===== config.mk =====
export PLATFORM = sky130hd
export DESIGN_NAME = cdly_chan
export DESIGN_NICKNAME = d
export VERILOG_FILES = /design/src/rtl/cdly_pkg.sv /design/src/rtl/cdly_edge_sampler.sv /design/src/rtl/cdly_refire_guard.sv /design/src/rtl/cdly_delay_line.sv /design/src/rtl/cdly_pulse_shaper.sv /design/src/rtl/cdly_chan.sv
export SDC_FILE = /design/constraint.sdc
export NUM_CORES = 1
export LEC_CHECK = 0
export BUFFER_PORTS_ARGS = -buffer_cell sky130_fd_sc_hd__buf_2
export CELL_PAD_IN_SITES_DETAIL_PLACEMENT = 1
export CELL_PAD_IN_SITES_GLOBAL_PLACEMENT = 2
export CORE_MARGIN = 8
export CORE_UTILIZATION = 46
export DETAILED_ROUTE_END_ITERATION = 16
export PLACE_DENSITY = 0.87
export SLEW_MARGIN = 20
export SYNTH_ARGS = -nofsm -noshare
export SYNTH_HDL_FRONTEND = slang
export SYNTH_SLANG_ARGS = --single-unit

===== constraint.sdc =====
create_clock -name clk_i -period 4.2 [get_ports clk_i]
set_input_delay 0.42 -clock clk_i [delete_from_list [all_inputs] [get_ports clk_i]]
set_output_delay 0.42 -clock clk_i [all_outputs]
set_load 0.05 [all_outputs]

===== src/rtl/cdly_pkg.sv =====
package cdly_pkg;
  localparam int TSET_W_DEF   = 10;
  localparam int COARSE_W_DEF = 3;
  localparam int MIN_GAP_DEF  = 4;
  localparam int PULSE_W_DEF  = 2;
endpackage


===== src/rtl/cdly_edge_sampler.sv =====
module cdly_edge_sampler (
  input  logic clk_i,
  input  logic rst_ni,
  input  logic phase_en_i,
  input  logic ev_a_i,
  input  logic ev_b_i,
  output logic hit_o
);
  logic a_s_q, b_s_q;

  // retiming flops double as the previous-sample reference
  always_ff @(posedge clk_i or negedge rst_ni) begin
    if (!rst_ni) begin
      a_s_q <= 1'b0;
      b_s_q <= 1'b0;
    end else if (phase_en_i) begin
      a_s_q <= ev_a_i;
      b_s_q <= ev_b_i;
    end
  end

  assign hit_o = phase_en_i & ((ev_a_i & ~a_s_q) | (ev_b_i & ~b_s_q));
endmodule


===== src/rtl/cdly_refire_guard.sv =====
module cdly_refire_guard #(
  parameter int MIN_GAP = 4
) (
  input  logic clk_i,
  input  logic rst_ni,
  input  logic hit_i,
  output logic accept_o,
  output logic refire_err_o
);
  localparam int GW = $clog2(MIN_GAP + 1);
  localparam logic [GW-1:0] GAP = GW'(MIN_GAP);

  logic [GW-1:0] since_q;
  logic          err_q;

  assign accept_o = hit_i && (since_q >= GAP);

  always_ff @(posedge clk_i or negedge rst_ni) begin
    if (!rst_ni) begin
      since_q <= GAP;
      err_q   <= 1'b0;
    end else begin
      if (accept_o)          since_q <= GW'(1);
      else if (since_q < GAP) since_q <= since_q + GW'(1);
      if (hit_i && !accept_o) err_q <= 1'b1;
    end
  end

  assign refire_err_o = err_q;
endmodule


===== src/rtl/cdly_delay_line.sv =====
module cdly_delay_line #(
  parameter int COARSE_W = 3,
  parameter int FINE_W   = 7
) (
  input  logic                clk_i,
  input  logic                rst_ni,
  input  logic                load_i,
  input  logic [COARSE_W-1:0] coarse_i,
  input  logic [FINE_W-1:0]   fine_i,
  output logic                mature_o,
  output logic [FINE_W-1:0]   fine_o
);
  localparam int DEPTH = (1 << COARSE_W) + 1;

  logic [DEPTH-1:0] vld_q;
  logic [FINE_W-1:0] fine_q [DEPTH];

  for (genvar j = 0; j < DEPTH; j++) begin : g_slot
    logic              nxt_v;
    logic [FINE_W-1:0] nxt_f;
    logic              hit_here;

    if (j == DEPTH - 1) begin : g_top
      assign nxt_v = 1'b0;
      assign nxt_f = '0;
    end else begin : g_mid
      assign nxt_v = vld_q[j+1];
      assign nxt_f = fine_q[j+1];
    end

    assign hit_here = load_i && ((int'(coarse_i) + 1) == j);

    // a new entry overwrites an older one maturing in the same cycle
    always_ff @(posedge clk_i or negedge rst_ni) begin
      if (!rst_ni) begin
        vld_q[j]  <= 1'b0;
        fine_q[j] <= '0;
      end else if (hit_here) begin
        vld_q[j]  <= 1'b1;
        fine_q[j] <= fine_i;
      end else begin
        vld_q[j]  <= nxt_v;
        fine_q[j] <= nxt_f;
      end
    end
  end

  assign mature_o = vld_q[0];
  assign fine_o   = fine_q[0];
endmodule


===== src/rtl/cdly_pulse_shaper.sv =====
module cdly_pulse_shaper #(
  parameter int FINE_W  = 7,
  parameter int PULSE_W = 2
) (
  input  logic              clk_i,
  input  logic              rst_ni,
  input  logic              mature_i,
  input  logic [FINE_W-1:0] fine_i,
  output logic              pulse_no_o,
  output logic [FINE_W-1:0] fine_o
);
  localparam int CW = $clog2(PULSE_W + 1);

  logic [CW-1:0]     cnt_q;
  logic [FINE_W-1:0] fine_q;

  always_ff @(posedge clk_i or negedge rst_ni) begin
    if (!rst_ni) begin
      cnt_q  <= '0;
      fine_q <= '0;
    end else if (mature_i) begin
      cnt_q  <= CW'(PULSE_W);
      fine_q <= fine_i;
    end else if (cnt_q != '0) begin
      cnt_q <= cnt_q - CW'(1);
    end
  end

  assign pulse_no_o = (cnt_q == '0);
  assign fine_o     = fine_q;
endmodule


===== src/rtl/cdly_chan.sv =====
module cdly_chan #(
  parameter int TSET_W   = cdly_pkg::TSET_W_DEF,
  parameter int COARSE_W = cdly_pkg::COARSE_W_DEF,
  parameter int MIN_GAP  = cdly_pkg::MIN_GAP_DEF,
  parameter int PULSE_W  = cdly_pkg::PULSE_W_DEF,
  localparam int FINE_W  = TSET_W - COARSE_W
) (
  input  logic              clk_i,
  input  logic              rst_ni,
  input  logic              phase_en_i,
  input  logic              full_span_i,
  input  logic              ev_a_i,
  input  logic              ev_b_i,
  input  logic [TSET_W-1:0] tset_i,
  output logic              pulse_no_o,
  output logic [FINE_W-1:0] fine_o,
  output logic              refire_err_o,
  output logic              range_err_o
);
  localparam logic [TSET_W-1:0] HALF_MAX = {1'b0, {(TSET_W-1){1'b1}}};

  logic hit, accept, over, range_q, mature;
  logic [TSET_W-1:0] word;
  logic [FINE_W-1:0] mat_fine;

  cdly_edge_sampler u_samp (
    .clk_i(clk_i), .rst_ni(rst_ni), .phase_en_i(phase_en_i),
    .ev_a_i(ev_a_i), .ev_b_i(ev_b_i), .hit_o(hit)
  );

  cdly_refire_guard #(.MIN_GAP(MIN_GAP)) u_guard (
    .clk_i(clk_i), .rst_ni(rst_ni), .hit_i(hit),
    .accept_o(accept), .refire_err_o(refire_err_o)
  );

  assign over = !full_span_i && tset_i[TSET_W-1];
  assign word = over ? HALF_MAX : tset_i;

  always_ff @(posedge clk_i or negedge rst_ni) begin
    if (!rst_ni)              range_q <= 1'b0;
    else if (accept && over)  range_q <= 1'b1;
  end
  assign range_err_o = range_q;

  cdly_delay_line #(.COARSE_W(COARSE_W), .FINE_W(FINE_W)) u_line (
    .clk_i(clk_i), .rst_ni(rst_ni), .load_i(accept),
    .coarse_i(word[TSET_W-1 -: COARSE_W]), .fine_i(word[FINE_W-1:0]),
    .mature_o(mature), .fine_o(mat_fine)
  );

  cdly_pulse_shaper #(.FINE_W(FINE_W), .PULSE_W(PULSE_W)) u_shape (
    .clk_i(clk_i), .rst_ni(rst_ni), .mature_i(mature), .fine_i(mat_fine),
    .pulse_no_o(pulse_no_o), .fine_o(fine_o)
  );
endmodule


# == Word level (Yosys, flattened, before mapping) ==
# Index checks and enable logic that the tools add are counted.
# word_totals
ff_bits,88
input_bits,16
output_inout_bits,10
word_cells,87
# classes
add_sub_neg,3
n_lt_le_gt_ge,2
n_eq_ne,8
n_mux,23
bitwise,6
reduce_logical,20
# ops
operator,n
== test 32 x 4 -> 1 bit (second input constant),4
== test 32 x 3 -> 1 bit (second input constant),2
two-way mux 7 bit,9
== test 32 x 2 -> 1 bit (second input constant),1
== test 32 x 5 -> 1 bit (second input constant),1
logical NOT 32 bit,1
logical AND 1 bit,13
two-way mux 10 bit,1
two-way mux 1 bit,9
two-way mux 3 bit,2
nonzero test 2 bit,3
adder 3 x 1 -> 4 bit (second input constant),1
two-way mux 2 bit,2
adder 3 x 1 -> 3 bit (second input constant),1
AND 1 bit,3
>= comparator 3 bit (second input constant),1
< comparator 3 bit (second input constant),1
logical NOT 1 bit,2
logical NOT 2 bit,1
inverter 1 bit,2
subtractor 2 x 1 -> 2 bit (second input constant),1
OR 1 bit,1

# == Logic depth before layout (Yosys ltp) ==
# logic_depth
depth_word,7
mapped_depth,4
mapped_depth_nobuf,4

# == By module ==
# Synthesis repeated with hierarchy kept, for this count alone.
# unflattened
hier_cells,218
area_unflattened_um2,3380.7
# by_module_without_submodules
module,n_inst,cells_per_inst,area_per_inst_um2,seq_area_each_um2
cdly_delay_line,1,159,2607.5,1801.7
cdly_pulse_shaper,1,24,387.9,225.2
cdly_refire_guard,1,14,172.7,101.3
cdly_chan,1,14,116.4,25.0
cdly_edge_sampler,1,7,96.3,50.0

# == Worst setup path before layout ==
# Ideal clock, no wire load.
# synth_path
path_kind,reg-to-reg
from,register u_guard.since_q[2]
to,"register u_line.fine_q, in the netlist u_line.g_slot[2].nxt_f[1]"
setup_time_ps,125
t_arrival_ps,1726
required_time_ps,4075
path_slack_ps,2349
stages_incl_launch_ff,5
n_path_buf,1
period_less_slack_ps,1851
cell_sequence,dfstp_2 clkbuf_2 nand3b_4 a2111oi_4 mux2_2
# synth_between
elab_chain_len,4
# synth_lines
item,line,source
from (decl),cdly_refire_guard.sv:13,logic [GW-1:0] since_q;
from (signal assigned),cdly_refire_guard.sv:24,else if (since_q < GAP) since_q <= since_q + GW'(1);
>= comparator 3 bit,cdly_refire_guard.sv:16,assign accept_o = hit_i && (since_q >= GAP);
logical AND 1 bit,cdly_refire_guard.sv:16,
logical AND 1 bit,cdly_delay_line.sv:31,assign hit_here = load_i && ((int'(coarse_i) + 1) == j);
two-way mux 7 bit,cdly_delay_line.sv:38,end else if (hit_here) begin
"to (signal, indexed assignment)",cdly_delay_line.sv:40,fine_q[j] <= fine_i;
"to (signal, indexed assignment)",cdly_delay_line.sv:43,fine_q[j] <= nxt_f;
to (decl),cdly_delay_line.sv:16,logic [FINE_W-1:0] fine_q [DEPTH];
# Every way passes these cells.
# A chain may end at the register's enable or synchronous reset.

# == Worst setup path in the final report ==
# layout_path
from,register u_samp.b_s_q
to,"register u_line.fine_q, in the netlist u_line.g_slot[0].nxt_f[5]"
# layout_between
elab_chain_len,7
# layout_lines
item,line,source
from (decl),cdly_edge_sampler.sv:9,"logic a_s_q, b_s_q;"
from (signal assigned),cdly_edge_sampler.sv:18,b_s_q <= ev_b_i;
inverter 1 bit,cdly_edge_sampler.sv:22,assign hit_o = phase_en_i & ((ev_a_i & ~a_s_q) | (ev_b_i & ~b_s_q));
AND 1 bit,cdly_edge_sampler.sv:22,
OR 1 bit,cdly_edge_sampler.sv:22,
AND 1 bit,cdly_edge_sampler.sv:22,
logical AND 1 bit,cdly_refire_guard.sv:16,
logical AND 1 bit,cdly_delay_line.sv:31,
two-way mux 7 bit,cdly_delay_line.sv:38,
# Every way passes these cells.

==> impl_metrics.yaml <==
sta:
  whs_ns: 0.104
  finalSetupViolCount: 0
  setup_slack_ns: 1.98
  worstMarginPinSlew_ns: 0.773
  skew_ns: 0.00994
  fin_crit_ns: 2.22
  hold_viol: 0
  report.final.slew_viol_count: 0
  min_period_over_period_pct: 52.8
  rsz0062_at_grt: "false"
  max_freq_mhz: 451
  relSlewSlack_pct: 48.5
  setup_tns_ns: 0
global_routing:
  grt_pass1_wl_mm: 9.48
  gr-usage-all-layers_pct: 11.9
  grt_pass1_vias: 1910
  gr-total-overflow: 0
  grt_max_degree: 57
  antenna_found_initial: 0
die:
  core_area_um2: 7250
  die_x_um: 102
  row_count: 31
  ios: 26
  dieArea_um2: 10500
  start_util_pct: 47.4
  dieHeight_um: 102
worst_setup_path:
  arrival_ns: 2.46
  cp_top_family: "compound AO/OA/AOI/OAI gates"
  r2r_setup_slack_ns: 1.98
  worstRegToRegCells: 3
  end_kind: "flop"
  cp_num_buf_inv: 0
  slowest_stage: "a2111oi_4"
  worst_ep_required_time_ns: 4.44
  rr_endpoint: "u_line.g_slot[0].nxt_f[5]"
  crit_path_max_incr_delay_ns: 0.84
  cp-start-kind: "flop"
  criticalPathCategory: "flop to flop"
  worstReg2RegStart: "u_samp.b_s_q"
  path_cells: "nand2b_1, a2111oi_4, mux2_2"
  critical_path.max_fanout: 10
yosys:
  syn-instance-count: 220
  synth_nets: 238
  synth.ff_latch_count: 88
  synth_area_um2: 3440
  ys_warn_count: 0
  avgSynthCellArea_um2: 15.6
  ys_types: 32
  yosysSeqAreaShare_pct: 64.1
cts:
  root_buffer: "clkbuf_8"
  cts_sinks: 88
  clk_pin_slew_ns: 0.09
  cts_buffers: 9
  cts_buffer_depth: 2
  post_cts_buffers: 0
  cts_max_level: 3
  clock_latency_ns: 0.36
  cts_tree: "done"
  cts-resized-gates: 0
  ctsHoldBuffers: 0
placement:
  portBuffers: 25
  gp_congestion: 0.658
  pre_cts_slack_ns: 1.88
  dpl.hpwl_mm: 3.80
cells_and_area:
  final_common_cell: "dfrtp_1"
  synthToLayoutAreaGrowth_pct: 11.2
  diodes: 0
  layout-drive-gt1-share_pct: 47.6
  nets: 261
  fillers: 736
  mostFrequentLayoutCells: "dfrtp_1, mux2_2, buf_2"
power_and_ir_drop:
  cellLeakagePower_uw: 0.00190
  peakVddDrop_mv: 0.188
  power.density_nw_per_um2: 499
drt:
  firstDrtPassIters: 4
  post_drt_wl_per_cell_um: 15.7
  drtAntennaViolNets: 0
  drt_iter0_drc: 52
  vias: 1738
  routed_wl_mm: 5.43
  routed_via_density: 5.01
  drc: 0
min_path:
  hold_class: "input port to asynchronous set/reset pin"
status:
  status: "finished, final reports clean"
run:
  maxCapViolations: 0
## registers in the layout, indices dropped and copies added, names as in the netlist
signal and cells:
range_err_o 1, u_guard.refire_err_o 1, u_guard.since_q 3, u_line.fine_o 7
u_line.g_slot.nxt_f 56, u_line.g_slot.nxt_v 8, u_line.mature_o 1, u_samp.a_s_q 1
u_samp.b_s_q 1, u_shape.cnt_q 2, u_shape.fine_o 7
## metrics by stage
stage / area (um^2) / total power (uW) / cells / utilization (%)
6_report: 3830 / 1910 / 347 / 52.8
4_1_cts: 3830 / 1950 / 347 / 52.8
5_1_grt: 3830 / 2010 / 347 / 52.8
3_5_place_dp: 3640 / 1390 / 331 / 50.1
3_3_place_gp: 3640 / 1370 / 331 / 50.1
2_1_floorplan: 3440 / 1300 / 220 / -
## metal layers
layer	track usage [%]	vias to the layer above	part of all wire [%]
li1	-	799	-
met1	15.2	904	45
met2	18.4	27	50
met3	2.93	8	3.9
met4	6.09	0	1.2
met5	0	-	0
## synth_stat cells
master / instances / area (um^2)
dfrtp_1: 87 / 2180
mux2_2: 57 / 642
nand2b_1: 10 / 62.6
clkbuf_1: 9 / 33.8
and2_1: 7 / 43.8
or2_2: 7 / 43.8
a2111oi_4: 4 / 110
inv_1: 4 / 15.0
nor2_1: 4 / 15.0
buf_2: 3 / 15.0
nor2b_1: 3 / 18.8
a21oi_1: 2 / 10.0
a31o_2: 2 / 17.5
ha_1: 2 / 25.0
nand2_1: 2 / 7.51
a211o_1: 1 / 8.76
a211oi_1: 1 / 7.51
a211oi_2: 1 / 12.5
a211oi_4: 1 / 20.0
a21bo_2: 1 / 10.0
a221oi_4: 1 / 26.3
buf_4: 1 / 7.51
clkbuf_2: 1 / 5.00
dfstp_2: 1 / 26.3
mux2_1: 1 / 11.3
nand3b_1: 1 / 7.51
nand3b_4: 1 / 20.0
nand4_1: 1 / 6.26
nand4b_1: 1 / 8.76
o21bai_1: 1 / 7.51
or3b_1: 1 / 8.76
xor2_1: 1 / 8.76
## cell families (layout without fill, tap and decap cells)
| kind of cell | count (synthesis) | in the layout | synth area share [%] |
|---|---|---|---|
| buffers and inverters | 18 | 46 | 2.22 |
| AOI/OAI and AO/OA | 15 | 15 | 6.69 |
| xor gates and xnor gates | 1 | 1 | 0.255 |
| adders and majority gates | 2 | 2 | 0.727 |
| DFF | 88 | 88 | 64.1 |
| muxes | 58 | 58 | 19.0 |
| and+or+nand+nor | 38 | 38 | 7.06 |
## power by group
group | leakage [uW] | internal, uW | switching (uW)
combinational | 0.000624 | 134 | 233
clock | 0.0000852 | 225 | 321
sequential | 0.00119 | 948 | 50.1
## worst max path at each step
stage / startpoint / end / slack [ns] / cells after the start
after detailed placement: ev_b_i / u_line.g_slot[0].nxt_f[5] / 1.88 / 4
after floorplan: u_guard.since_q[2] / u_line.g_slot[2].nxt_f[1] / 2.35 / 4
final: u_samp.b_s_q / u_line.g_slot[0].nxt_f[5] / 1.98 / 3
after global routing: u_samp.b_s_q / u_line.g_slot[0].nxt_f[5] / 1.87 / 3
after global placement: ev_b_i / u_line.g_slot[0].nxt_f[3] / 1.94 / 4
after CTS: u_samp.b_s_q / u_line.g_slot[0].nxt_f[5] / 1.94 / 3
## cell type report
| type | count | area (um^2) | share of cell area [%] |
|---|---|---|---|
| timing repair buffer | 26 | 135 | 3.53 |
| clock buffer | 9 | 124 | 3.24 |
| multi-input combinational | 114 | 1160 | 30.3 |
| inverter | 4 | 15.0 | 0.392 |
| tap | 99 | 124 | 3.24 |
| sequential | 88 | 2200 | 57.6 |
| clock inverter | 7 | 65.1 | 1.70 |
No activity file was read; power rests on OpenSTA's default activity.
